<file path="src/rtl/irqs_pkg.sv">
package irqs_pkg;
  localparam int unsigned DW = 32;

  typedef enum logic [2:0] {
    RK_NONE,
    RK_CTRL,
    RK_MASK,
    RK_FORCE,
    RK_STAT,
    RK_MDIS,
    RK_MSTAT
  } reg_kind_e;

  typedef struct packed {
    reg_kind_e   kind;
    logic [15:0] idx;
  } reg_sel_t;
endpackage

</file>
<file path="src/rtl/irqs_addr_dec.sv">
module irqs_addr_dec
  import irqs_pkg::*;
#(
  parameter int unsigned GROUPS = 1,
  parameter int unsigned AW     = 8
) (
  input  logic [AW-1:0] addr,
  output reg_sel_t      sel
);
  localparam int unsigned W = 2 * GROUPS;
  localparam logic [AW-1:0] A_MASK  = AW'(1);
  localparam logic [AW-1:0] A_FORCE = AW'(1 + W);
  localparam logic [AW-1:0] A_STAT  = AW'(1 + 2 * W);
  localparam logic [AW-1:0] A_MDIS  = AW'(1 + 3 * W);
  localparam logic [AW-1:0] A_MSTAT = AW'(2 + 3 * W);

  always_comb begin
    sel.kind = RK_NONE;
    sel.idx  = '0;
    if (addr == '0) begin
      sel.kind = RK_CTRL;
    end else if (addr < A_FORCE) begin
      sel.kind = RK_MASK;
      sel.idx  = 16'(addr - A_MASK);
    end else if (addr < A_STAT) begin
      sel.kind = RK_FORCE;
      sel.idx  = 16'(addr - A_FORCE);
    end else if (addr < A_MDIS) begin
      sel.kind = RK_STAT;
      sel.idx  = 16'(addr - A_STAT);
    end else if (addr == A_MDIS) begin
      sel.kind = RK_MDIS;
    end else if (addr == A_MSTAT) begin
      sel.kind = RK_MSTAT;
    end
  end
endmodule

</file>
<file path="src/rtl/irqs_regfile.sv">
module irqs_regfile
  import irqs_pkg::*;
#(
  parameter int unsigned GROUPS = 1,
  parameter int unsigned CH     = 4
) (
  input  logic                     clk,
  input  logic                     rst_n,
  input  logic                     wr_en,
  input  reg_sel_t                 sel,
  input  logic [DW-1:0]            wdata,
  output logic [2*GROUPS-1:0][DW-1:0] mask_w,
  output logic [2*GROUPS-1:0][DW-1:0] force_w,
  output logic [CH-1:0]            ctrl_q,
  output logic                     mdis_q
);
  localparam int unsigned W = 2 * GROUPS;

  for (genvar n = 0; n < W; n++) begin : g_word
    logic hit_mask, hit_force;
    assign hit_mask  = wr_en && (sel.kind == RK_MASK)  && (sel.idx == 16'(n));
    assign hit_force = wr_en && (sel.kind == RK_FORCE) && (sel.idx == 16'(n));

    always_ff @(posedge clk or negedge rst_n) begin
      if (!rst_n) begin
        mask_w[n]  <= '0;
        force_w[n] <= '0;
      end else begin
        if (hit_mask)  mask_w[n]  <= wdata;
        if (hit_force) force_w[n] <= wdata;
      end
    end
  end

  always_ff @(posedge clk or negedge rst_n) begin
    if (!rst_n) begin
      ctrl_q <= '0;
      mdis_q <= 1'b0;
    end else if (wr_en) begin
      if (sel.kind == RK_CTRL) ctrl_q <= wdata[CH-1:0];
      if (sel.kind == RK_MDIS) mdis_q <= wdata[0];
    end
  end
endmodule

</file>
<file path="src/rtl/irqs_status.sv">
module irqs_status
  import irqs_pkg::*;
#(
  parameter int unsigned GROUPS = 1
) (
  input  logic [64*GROUPS-1:0]        irq_in,
  input  logic [2*GROUPS-1:0][DW-1:0] mask_w,
  input  logic [2*GROUPS-1:0][DW-1:0] force_w,
  output logic [2*GROUPS-1:0][DW-1:0] stat_w,
  output logic                        any_pend
);
  localparam int unsigned W = 2 * GROUPS;

  // Word n carries lines (W-1-n)*32 .. (W-1-n)*32+31.
  for (genvar n = 0; n < W; n++) begin : g_word
    assign stat_w[n] = (irq_in[(W-1-n)*DW +: DW] | force_w[n]) & mask_w[n];
  end

  assign any_pend = |stat_w;
endmodule

</file>
<file path="src/rtl/irqs_chan_out.sv">
module irqs_chan_out #(
  parameter int unsigned CH = 4
) (
  input  logic          clk,
  input  logic          rst_n,
  input  logic          any_pend,
  input  logic          mdis_q,
  input  logic [CH-1:0] ctrl_q,
  output logic [CH-1:0] chan_irq
);
  logic fire;
  assign fire = any_pend && !mdis_q;

  for (genvar k = 0; k < CH; k++) begin : g_ch
    always_ff @(posedge clk or negedge rst_n) begin
      if (!rst_n) chan_irq[k] <= 1'b0;
      else        chan_irq[k] <= fire && ctrl_q[k];
    end
  end
endmodule

</file>
<file path="src/rtl/irqs_steer.sv">
module irqs_steer
  import irqs_pkg::*;
#(
  parameter int unsigned GROUPS = 1,
  parameter int unsigned CH     = 4,
  parameter int unsigned AW     = 8
) (
  input  logic                  clk,
  input  logic                  rst_n,
  input  logic [64*GROUPS-1:0]  irq_in,
  input  logic                  rd_en,
  input  logic                  wr_en,
  input  logic [AW-1:0]         addr,
  input  logic [31:0]           wdata,
  output logic [31:0]           rdata,
  output logic [CH-1:0]         chan_irq
);
  localparam int unsigned W  = 2 * GROUPS;
  localparam int unsigned IW = (W > 1) ? $clog2(W) : 1;

  reg_sel_t                sel;
  logic [W-1:0][DW-1:0]    mask_w, force_w, stat_w;
  logic [CH-1:0]           ctrl_q;
  logic                    mdis_q;
  logic                    any_pend;
  logic [DW-1:0]           rd_val;

  irqs_addr_dec #(.GROUPS(GROUPS), .AW(AW)) u_dec (
    .addr (addr),
    .sel  (sel)
  );

  irqs_regfile #(.GROUPS(GROUPS), .CH(CH)) u_regs (
    .clk     (clk),
    .rst_n   (rst_n),
    .wr_en   (wr_en),
    .sel     (sel),
    .wdata   (wdata),
    .mask_w  (mask_w),
    .force_w (force_w),
    .ctrl_q  (ctrl_q),
    .mdis_q  (mdis_q)
  );

  irqs_status #(.GROUPS(GROUPS)) u_stat (
    .irq_in   (irq_in),
    .mask_w   (mask_w),
    .force_w  (force_w),
    .stat_w   (stat_w),
    .any_pend (any_pend)
  );

  irqs_chan_out #(.CH(CH)) u_out (
    .clk      (clk),
    .rst_n    (rst_n),
    .any_pend (any_pend),
    .mdis_q   (mdis_q),
    .ctrl_q   (ctrl_q),
    .chan_irq (chan_irq)
  );

  always_comb begin
    unique case (sel.kind)
      RK_CTRL:  rd_val = DW'(ctrl_q);
      RK_MASK:  rd_val = mask_w[sel.idx[IW-1:0]];
      RK_FORCE: rd_val = force_w[sel.idx[IW-1:0]];
      RK_STAT:  rd_val = stat_w[sel.idx[IW-1:0]];
      RK_MDIS:  rd_val = {{(DW-1){1'b0}}, mdis_q};
      RK_MSTAT: rd_val = {{(DW-1){1'b0}}, any_pend};
      default:  rd_val = '0;
    endcase
  end

  always_ff @(posedge clk or negedge rst_n) begin
    if (!rst_n)     rdata <= '0;
    else if (rd_en) rdata <= rd_val;
    else            rdata <= '0;
  end
endmodule

</file>
<file path="config.mk">
export PLATFORM = sky130hd
export DESIGN_NAME = irqs_steer
export DESIGN_NICKNAME = d
export VERILOG_FILES = /design/src/rtl/irqs_pkg.sv /design/src/rtl/irqs_addr_dec.sv /design/src/rtl/irqs_regfile.sv /design/src/rtl/irqs_status.sv /design/src/rtl/irqs_chan_out.sv /design/src/rtl/irqs_steer.sv
export SDC_FILE = /design/constraint.sdc
export NUM_CORES = 1
export LEC_CHECK = 0
export BUFFER_PORTS_ARGS = -buffer_cell sky130_fd_sc_hd__buf_4
export CORE_ASPECT_RATIO = 0.6
export CORE_MARGIN = 3
export CORE_UTILIZATION = 45
export DETAILED_ROUTE_END_ITERATION = 7
export GPL_TIMING_DRIVEN = 0
export HOLD_SLACK_MARGIN = 0.08
export PLACE_DENSITY = 0.76
export SYNTH_ARGS = -nofsm -noshare
export SYNTH_HDL_FRONTEND = slang
export SYNTH_SLANG_ARGS = --single-unit
</file>
<file path="constraint.sdc">
create_clock -name clk -period 5.1 [get_ports clk]
set_clock_uncertainty 0.2 [all_clocks]
set_input_delay 0.765 -clock clk [delete_from_list [all_inputs] [get_ports clk]]
set_output_delay 0.765 -clock clk [all_outputs]
set_load 0.005 [all_outputs]
</file>
== Word-level counts from Yosys, hierarchy flattened ==
Index checks and enable logic that the tools add are counted.

* Register bits after elaboration: 169
* Input port bits: 108
* Output and inout port bits: 36
* Logic and storage cells: 64

* Add/sub/neg operators: 3
* Order comparisons: 4
* Eq/ne operators: 9
* Multiplexer cells: 16
* Bitwise logic cells: 4
* Reductions and logical operators: 17

{| class="wikitable"
|+ Operator list
! cell !! number
|-
| $mux 32 || 7
|-
| $pmux 32 s6 || 1
|-
| $and 32x32->32 || 2
|-
| $or 32x32->32 || 2
|-
| $reduce_or 64->1 || 1
|-
| $mux 19 || 2
|-
| $mux 16 || 2
|-
| $eq 16x1->1 const B || 1
|-
| $logic_not 16->1 || 1
|-
| $lt 8x3->1 const B || 2
|-
| $mux 3 || 4
|-
| $logic_and 1x1->1 || 11
|-
| $eq 3x3->1 const B || 3
|-
| $sub 8x1->9 const B || 1
|-
| $sub 8x2->9 const B || 1
|-
| $sub 8x3->9 const B || 1
|-
| $eq 8x3->1 const B || 1
|-
| $eq 8x4->1 const B || 1
|-
| $logic_not 8->1 || 1
|-
| $lt 8x2->1 const B || 1
|-
| $eq 3x2->1 const B || 2
|-
| $reduce_and 2->1 || 2
|-
| $eq 3x1->1 const B || 1
|-
| $lt 1x2->1 const B || 1
|-
| $logic_not 1->1 || 1
|}

== Depth between registers and ports, before layout ==
Gate-level depths: netlist of the first run.

* Depth after elaboration: 11
* Gate-level depth with buffers: 12
* Depth with buffers taken out: 8

== Cells and area by module ==
A second synthesis of the first run with hierarchy kept.

* Cell total of the unflattened synthesis: 676
* Area, all modules: 8889.8 µm²

{| class="wikitable"
|+ Modules (own cells, without submodules)
! module !! instances !! cells each !! area each (µm²) !! seq. area each (µm²)
|-
| irqs_regfile || 1 || 293 || 5134.9 || 3328.2
|-
| irqs_steer || 1 || 230 || 2605.0 || 800.8
|-
| irqs_status || 1 || 85 || 620.6 || 0.0
|-
| irqs_addr_dec || 1 || 60 || 394.1 || 0.0
|-
| irqs_chan_out || 1 || 8 || 135.1 || 100.1
|}

== Worst setup path before layout of the first run ==
No wires, ideal clock.

* Path kind: input to register
* Start: input port addr[0]
* End: register u_regs.mask_w[33] in the netlist's numbering
* Library setup time: 0.125 ns
* Data arrival time: 3.095 ns
* Setup slack: 1.680 ns
* Stages on the path: 10
* Path through: buf_2 inv_1 ha_1 or3_1 a311o_1 nor3_2 or4_1 buf_2 buf_6 mux2_4

* Cells in the longest elaborated chain, start to end: 10
* Elaborated cells on any way between the ends: 21
* Classes of those cells: 3 x add/sub; 3 x order compare; 4 x eq/ne; 8 x mux; 3 x reduce/logical

{| class="wikitable"
|+ RTL lines
! item !! RTL line !! RTL
|-
| from (decl) || irqs_steer.sv:13 || <nowiki>input logic [AW-1:0] addr,</nowiki>
|-
| parallel branches: the longest is 9 deep, another holds $sub 8x3->9 || -- ||
|-
| $logic_and 1x1->1 * || irqs_regfile.sv:21 || <nowiki>assign hit_mask = wr_en && (sel.kind == RK_MASK) && (sel.idx == 16'(n));</nowiki>
|-
| to (signal, indexed assignment) || irqs_regfile.sv:29 || <nowiki>if (hit_mask) mask_w[n] <= wdata;</nowiki>
|-
| to (decl) || irqs_regfile.sv:12 || <nowiki>output logic [2*GROUPS-1:0][DW-1:0] mask_w,</nowiki>
|}

Mark *: on every way between the ends.
A chain may end at the register's enable or synchronous reset.

== Final worst setup path of the first run ==
* Start: input port addr[0]
* End: register u_regs.mask_w[22] in the netlist's numbering

* Cells in the longest elaborated chain, start to end: 10
* Elaborated cells on any way between the ends: 21
* Classes of those cells: 3 x add/sub; 3 x order compare; 3 x eq/ne; 8 x mux; 4 x reduce/logical

{| class="wikitable"
|+ RTL lines
! item !! RTL line
|-
| parallel branches: the longest is 9 deep, another holds $sub 8x3->9 || --
|-
| $logic_and 1x1->1 * || irqs_regfile.sv:21
|}

Marks and branches as above.

==> results of run 1 <==
==> per-layer routing <==
metal | global-route usage | vias up | wire length, um
met5 | 0 | - | 0
met4 | 0.04462 | 0 | 187
met3 | 0.06153 | 22 | 2206
met2 | 0.3309 | 322 | 10290
met1 | 0.3839 | 3400 | 11920
li1 | - | 3007 | -
==> sequential cells by signal, indices dropped and copies added, names as in the netlist <==
name	count
u_regs.mask_w	64
u_regs.ctrl_q	4
rdata	32
u_out.chan_irq	4
u_regs.force_w	64
u_regs.mdis_q	1
==> stage by stage <==
stage	setup slack [ps]	std cells
after CTS	1231	1146
after global placement	869.3	1113
after global routing	1108	1146
final	1161	1146
after detailed placement	791.0	1114
after floorplan	1680	730
==> cells in the final DEF (no fill, tap or decap), types with 5 or more instances in the layout <==
cell                        Yosys  routed
sky130_fd_sc_hd__a21oi_1       33      33
sky130_fd_sc_hd__buf_2         14      14
sky130_fd_sc_hd__buf_4          7     149
sky130_fd_sc_hd__clkbuf_1      18      19
sky130_fd_sc_hd__clkbuf_16      0      17
sky130_fd_sc_hd__clkinv_4       0       6
sky130_fd_sc_hd__dfrtp_1      169     169
sky130_fd_sc_hd__inv_1          7       7
sky130_fd_sc_hd__mux2_1         6       6
sky130_fd_sc_hd__mux2_2        97      97
sky130_fd_sc_hd__mux2_4        30      30
sky130_fd_sc_hd__mux2i_1       59      59
sky130_fd_sc_hd__nand2_1       16      16
sky130_fd_sc_hd__nand2b_1       5       5
sky130_fd_sc_hd__nand4_1       17      17
sky130_fd_sc_hd__nor2_1        77      77
sky130_fd_sc_hd__o21ai_0       97      97
sky130_fd_sc_hd__o22a_1        28      28
==> path summary, 6_finish.rpt <==
check,endpoint,slack [ps],cells past startpoint
setup reg to reg,u_out.chan_irq[2],2360,6
hold reg to reg,u_regs.force_w[3],320,1
setup / recovery,u_regs.mask_w[22],1160,11
max in group asynchronous,u_regs.mask_w[55],3720,2
hold / removal,u_regs.mask_w[43],120,1
min in group clk,u_regs.force_w[3],320,1
==> worst max-delay path, stage by stage <==
cell	delay (ps)
sky130_fd_sc_hd__buf_4	90
sky130_fd_sc_hd__buf_2	200
sky130_fd_sc_hd__inv_1	110
sky130_fd_sc_hd__ha_1	250
sky130_fd_sc_hd__xor2_1	140
sky130_fd_sc_hd__or3_1	340
sky130_fd_sc_hd__a211oi_1	300
sky130_fd_sc_hd__o21ai_1	210
sky130_fd_sc_hd__nor4_2	810
sky130_fd_sc_hd__buf_2	450
sky130_fd_sc_hd__mux2_2	380
==> cell type report <==
class                           count  area [um2]
Buffer                             42       224.0
Fill cell                        1565        7816
Multi-Input combinational cell    512        3974
Clock buffer                       19       442.9
Inverter                            7       26.28
Timing Repair Buffer              144        1109
Clock inverter                     13       136.4
Sequential cell                   169        4229
Tap cell                          240       300.3
==> power groups by stage <==
| stage | Clock, W | Combinational, W | Sequential (W) |
|---|---|---|---|
| 2_1_floorplan | 0 | 0.000133 | 0.00145 |
| 3_3_place_gp | 0 | 0.000277 | 0.00146 |
| 3_5_place_dp | 0 | 0.000287 | 0.00146 |
| 4_1_cts | 0.00129 | 0.000288 | 0.00144 |
| 5_1_grt | 0.00135 | 0.000314 | 0.00144 |
| 6_report | 0.00128 | 0.000288 | 0.00144 |
==> cells by family (layout without fill, tap and decap cells) <==
logic type / count (synthesis) / in the layout
multiplexers: 192 / 192
AO/OA/AOI/OAI: 180 / 180
flip-flops: 169 / 169
AND/OR/NAND/NOR: 136 / 136
buffers and inverters: 49 / 225
adder cells (fa/ha/maj): 3 / 3
XOR/XNOR: 1 / 1
==> run metrics, run 1 <==
final estimated routing congestion in global placement 0.8845; worst setup path startpoint addr[0]; Remaining DRCs 0; crit-path max FO 10; Post-Syn Instances 730; Vias 6751; standard-cell row count 38; root buffer cell sky130_fd_sc_hd__clkbuf_16; number of failing setup endpoints in the final timing report 0; worst supply voltage drop on vdd 0.2416 mV; pin count of the biggest net entering global routing 91; Die Y 112.2 um; number of buffers inserted by hold repair at cts 0; fraction of registers with async set/reset 1.000; number of enable flip-flop cells after synthesis 0; number of slew-limit violations in the final report 0; grt ovf 0; top cell type's share of synthesized area 0.5003; crit path capture type flip-flop; synth cell count leaders sky130_fd_sc_hd__dfrtp_1, sky130_fd_sc_hd__mux2_2, sky130_fd_sc_hd__o21ai_0; number of antenna violations at the first check in global routing 0; sequential-to-total area share from yosys stat 0.5003; sequential share of power 0.479; mean post-synth cell area 11.58 um2; number of buffers added for setup after CTS 0; synthesis-to-finish area growth 23.52%; number of buffers added by the clock tree synthesis step 17; vias in the first global route 6434; utilization after layout 0.5719; type of the setup path with the least slack input pin to flip-flop; Die ar. 20520 um2; HPWL after detailed placement 17610 um; leading cell type by number of instances after synthesis sky130_fd_sc_hd__dfrtp_1; Overall Global Routing Usage 0.2407; Placed Instance Area 9862 um2; number of max-cap violations 0; final-layout setup total negative slack 0 ps; number of different library cells in the post-synthesis netlist 42; worst hold slack 116.5 ps; wire length of the first global-routing pass 37720 um; clock tree from TritonCTS done; outcome completed; Core Region 18260 um2; post-cts resize count 0; final hold vios 0; main flop type after synthesis sky130_fd_sc_hd__dfrtp_1; path class of the lowest-slack min-delay path input pin to asynchronous set/reset pin; post-route clock period utilization 0.7723; power per standard cell area 287.5 nW/um2; simple-gate share of the synthesized area 0.07741; kind of start point of the critical path input pin; drt wl/cell 21.47 um; net switching share of the total power 0.2546; synthesized netlist net count 841; Period minus WS final 3939 ps; slew at the pin closest to its max-slew limit 1043 ps; deepest clock path buffer count 2; signal arrival time at the worst endpoint 4050 ps; Post-Syn Area 8453 um2; launch instance of the worst register-to-register path u_regs.force_w[32]; post-layout power 0.003002 W; diode count 0; first-iteration detailed-routing DRC count 554; count of buffers inserted at the top-level ports 143; number of synthesized register bits 169; layout cells sized above 1 0.3687; wire length after detailed routing 24610 um; Yosys top cell by area sky130_fd_sc_hd__dfrtp_1; clock group share of total power 0.425; worst slew margin relative to its limit 0.2992; Initial Util 0.4630; worst path required time 5210 ps; maximum achievable frequency 253.9 MHz; number of nets at the end of the flow 1004; number of detailed-routing iterations run before antenna repair 5; fraction of synthesized cell area in xor and xnor cells 0.001036; Boundary Pins 144; main combinational cell family by area after synthesis multiplexers; number of clock sinks seen by CTS 169; adder and majority gate portion of the synthesized area 0.004440; part of the total power dissipated in combinational logic 0.096; P_int 0.002238 W; clock slew seen by the registers of the worst setup and hold paths 70 ps; RSZ-0062 raised after global routing false; Synth Area in Compound Gates 0.1269; post-DR vias/cell 5.891; Yosys Warn Count 0; floorplan die width 182.9 um; final design instance area without fill 10440 um2; multiplexer share of the synthesized area 0.2604; leakage component of the power 4.828 nW; clock latency at the later pin of the worst-skew pair 430 ps; number of H-tree branching levels 4; top cells by area, synth sky130_fd_sc_hd__dfrtp_1, sky130_fd_sc_hd__mux2_2, sky130_fd_sc_hd__mux2i_1; remaining antenna violation count after routing 0; switching power summed over all nets 0.0007644 W
(Power assumes the default switching activity.)
==> run 2, diff against run 1 <==
--- a/config.mk
+++ b/config.mk
@@ -12,7 +12,7 @@
 export DETAILED_ROUTE_END_ITERATION = 7
 export GPL_TIMING_DRIVEN = 0
 export HOLD_SLACK_MARGIN = 0.08
-export PLACE_DENSITY = 0.76
+export PLACE_DENSITY = 0.79
 export SYNTH_ARGS = -nofsm -noshare
 export SYNTH_HDL_FRONTEND = slang
 export SYNTH_SLANG_ARGS = --single-unit
==> constraint.sdc (replaced) <==
create_clock -name clk -period 3.6 [get_ports clk]
set_clock_uncertainty 0.2 [all_clocks]
set_input_delay 0.54 -clock clk [delete_from_list [all_inputs] [get_ports clk]]
set_output_delay 0.54 -clock clk [all_outputs]
set_load 0.005 [all_outputs]
==> run 2 against run 1 <==
  * Sequential cell count is the same
  * Utilization grew 0.14 points
  * Register-to-register slack lost 1600 ps
  * Via count grew 0.40%
  * Non-clock buffer count grew 1
  * Sequential power grew 42%
  * Final cell count is essentially flat
  * Routed wire length grew 2.0%
  * Power grew 42%
  * Global-route usage grew 0.44 points
  * Clock-buffer cell count shrank 2
  * Worst setup slack lost 1000 ps
  * Critical path type unchanged
  * Critical endpoint is now u_regs.force_w[40]
  * Highest routed layer unchanged
==> run metrics, run 2 (synthesis gave the netlist of run 1 again) <==
crit path capture type flip-flop; power per standard cell area 405.8 nW/um2 (+41%); Remaining DRCs 0 (unchanged); clock latency at the later pin of the worst-skew pair 420 ps (about the same); post-layout power 0.004248 W (+42%); cell with the most instances on the worst path sky130_fd_sc_hd__buf_4; worst reg-to-reg path cell count 6 (unchanged); number of H-tree branching levels 4 (unchanged); Vias 6778 (+0.40%); layout cells sized above 1 0.3693 (+0.0006961); number of max-cap violations 0 (unchanged); signal arrival time at the worst endpoint 3540 ps (-510 ps); Min-Delay Endpoint u_regs.mask_w[48]; drt wl/cell 21.89 um (+1.9%); first-iteration detailed-routing DRC count 556 (+0.36%); diode count 0 (unchanged); number of clock sinks seen by CTS 169 (unchanged); deepest clock path buffer count 2 (unchanged); launch instance of the worst register-to-register path u_regs.force_w[32]; number of buffers added by the clock tree synthesis step 17 (unchanged); r2r setup slk 800 ps (-1560 ps); number of antenna violations at the first check in global routing 0 (unchanged); path class of the lowest-slack min-delay path input pin to flip-flop; HPWL after detailed placement 17970 um (+2.1%); final-layout setup total negative slack 0 ps (unchanged); number of failing setup endpoints in the final timing report 0 (unchanged); Worst Hold Path Cells 2; Core Region 18260 um2 (unchanged); remaining antenna violation count after routing 0 (unchanged); number of nets at the end of the flow 1005 (+0.10%); Boundary Pins 144 (unchanged); outcome completed; count of buffers inserted at the top-level ports 143 (unchanged); number of slew-limit violations in the final report 0 (unchanged); type of the setup path with the least slack input pin to flip-flop; number of detailed-routing iterations run before antenna repair 6 (+1); final estimated routing congestion in global placement 0.9092 (+2.8%); vias in the first global route 6706 (+4.2%); slew at the pin closest to its max-slew limit 836.5 ps (-206.0 ps); post-DR vias/cell 5.909 (+0.31%); worst supply voltage drop on vdd 0.3517 mV (+46%); Placed Instance Area 9862 um2 (unchanged); Buf+Inv Stages, Crit Path 4 (unchanged); dominant delay contributor by cell family on the critical path simple AND/OR/NAND/NOR gates; wire length after detailed routing 25100 um (+2.0%); grt ovf 0 (unchanged); origin of the worst min-delay path wdata[16]; final-layout fill cell count 1525 (-2.6%); final design instance area without fill 10470 um2 (+0.25%); most common library cell in the layout ignoring fill and taps sky130_fd_sc_hd__dfrtp_1; post-route clock period utilization 0.9565; Period minus WS final 3443 ps; Initial Util 0.4630 (unchanged); Overall Global Routing Usage 0.2451 (+0.004384); root buffer cell sky130_fd_sc_hd__clkbuf_16; worst slew margin relative to its limit 0.4386 (+0.1394); pin count of the biggest net entering global routing 96 (+5.5%); leakage component of the power 4.831 nW (about the same); critical path's largest stage delay 560 ps (-250 ps); Die Y 112.2 um (unchanged); maximum achievable frequency 290.4 MHz; standard-cell row count 38 (unchanged); Die ar. 20520 um2 (unchanged); reg-to-reg endpoint u_out.chan_irq[2]; worst path required time 3700 ps (-1510 ps); combined area of the multi-input logic cells 3991 um2 (+0.44%); top library cells by usage in the layout, fill and taps aside sky130_fd_sc_hd__dfrtp_1, sky130_fd_sc_hd__buf_4, sky130_fd_sc_hd__o21ai_0, sky130_fd_sc_hd__mux2_2, sky130_fd_sc_hd__nor2_1; Placed Cells 1114 (unchanged); wire length of the first global-routing pass 38710 um (+2.6%); cells traversed along the worst timing path buf_4, buf_2, inv_1, ha_1, xor2_1, or3_1, a211oi_1, o21ai_1, nor4_2, buf_4, mux2_2; floorplan die width 182.9 um (unchanged); final hold vios 0 (unchanged); worst hold slack 167.2 ps (+50.72 ps); crit-path max FO 10 (unchanged); Layout Cells excl Fill 1147 (+0.087%); clock tree from TritonCTS done; cell at the slowest stage of the critical path sky130_fd_sc_hd__nor4_2; Reg area 4229 um2 (unchanged); clock slew seen by the registers of the worst setup and hold paths 70 ps (about the same); kind of start point of the critical path input pin; largest registers in the final layout u_regs.force_w: 64 flops, u_regs.mask_w: 64 flops, rdata: 32 flops; synthesis-to-finish area growth 23.83%
## run 2: cell count changes in the layout (fill, tap and decap cells not counted), moves of 2 or more
| cell | previous run | this run |
|---|---|---|
| sky130_fd_sc_hd__inv_8 | 1 | 5 |
| sky130_fd_sc_hd__nor4_4 | 0 | 2 |
| sky130_fd_sc_hd__clkinv_8 | 0 | 2 |
| sky130_fd_sc_hd__clkinv_4 | 6 | 2 |
| sky130_fd_sc_hd__nor4_2 | 3 | 1 |
## run 2: stage by stage
step / utilization / setup slack [ps]
after floorplan: - / 404.6
after global placement: 0.5382 / -296.2
after detailed placement: 0.5402 / -362.0
after CTS: 0.5724 / 64.97
after global routing: 0.5733 / -19.69
final: 0.5733 / 156.7
## run 2: routing by layer
layer / vias to the layer above / part of all wire / GRT usage
li1: 2998 / - / -
met1: 3425 / 0.47 / 0.3780
met2: 328 / 0.43 / 0.3490
met3: 27 / 0.095 / 0.06639
met4: 0 / 0.0098 / 0.04564
met5: - / 0 / 0
## run 2: final cells by class
cell class | instances | area share
Multi-Input combinational cell | 512 | 0.3813
Clock inverter | 15 | 0.01458
Buffer | 42 | 0.02140
Sequential cell | 169 | 0.4040
Inverter | 7 | 0.002510
Timing Repair Buffer | 145 | 0.1069
Clock buffer | 17 | 0.04064
Tap cell | 240 | 0.02869
## run 2: what timing repair did
action	CTS	global route
hold endpoints to repair	74	0
buffers inserted	0	0
endpoints found under the setup margin	0	36
resized for setup	0	2
hold buffers	1	0
## run 2: how the worst max path moves through the flow
stage / start / to / slack [ps] / depth (start not counted)
after global placement: addr[0] / u_regs.mask_w[28] / -300 / 11
after detailed placement: addr[0] / u_regs.mask_w[26] / -360 / 11
after floorplan: addr[0] / u_regs.mask_w[33] / 400 / 10
after CTS: addr[0] / u_regs.mask_w[28] / 60 / 11
final: addr[0] / u_regs.force_w[40] / 160 / 11
after global routing: addr[0] / u_regs.force_w[40] / -20 / 11
## run 2: power breakdown
part	internal [W]	total (W)	switching, W
Sequential	0.00198	0.00204	0.0000598
Combinational	0.000203	0.000414	0.000211
Clock	0.000926	0.00180	0.000873
## run 2: worst reg2reg max path: stages (launching register included)
cell	delay [ps]
sky130_fd_sc_hd__dfrtp_1	390
sky130_fd_sc_hd__o21ai_0	550
sky130_fd_sc_hd__nand4_1	260
sky130_fd_sc_hd__nor4_1	650
sky130_fd_sc_hd__nand4_1	300
sky130_fd_sc_hd__nand2b_1	260
sky130_fd_sc_hd__nor2_1	70
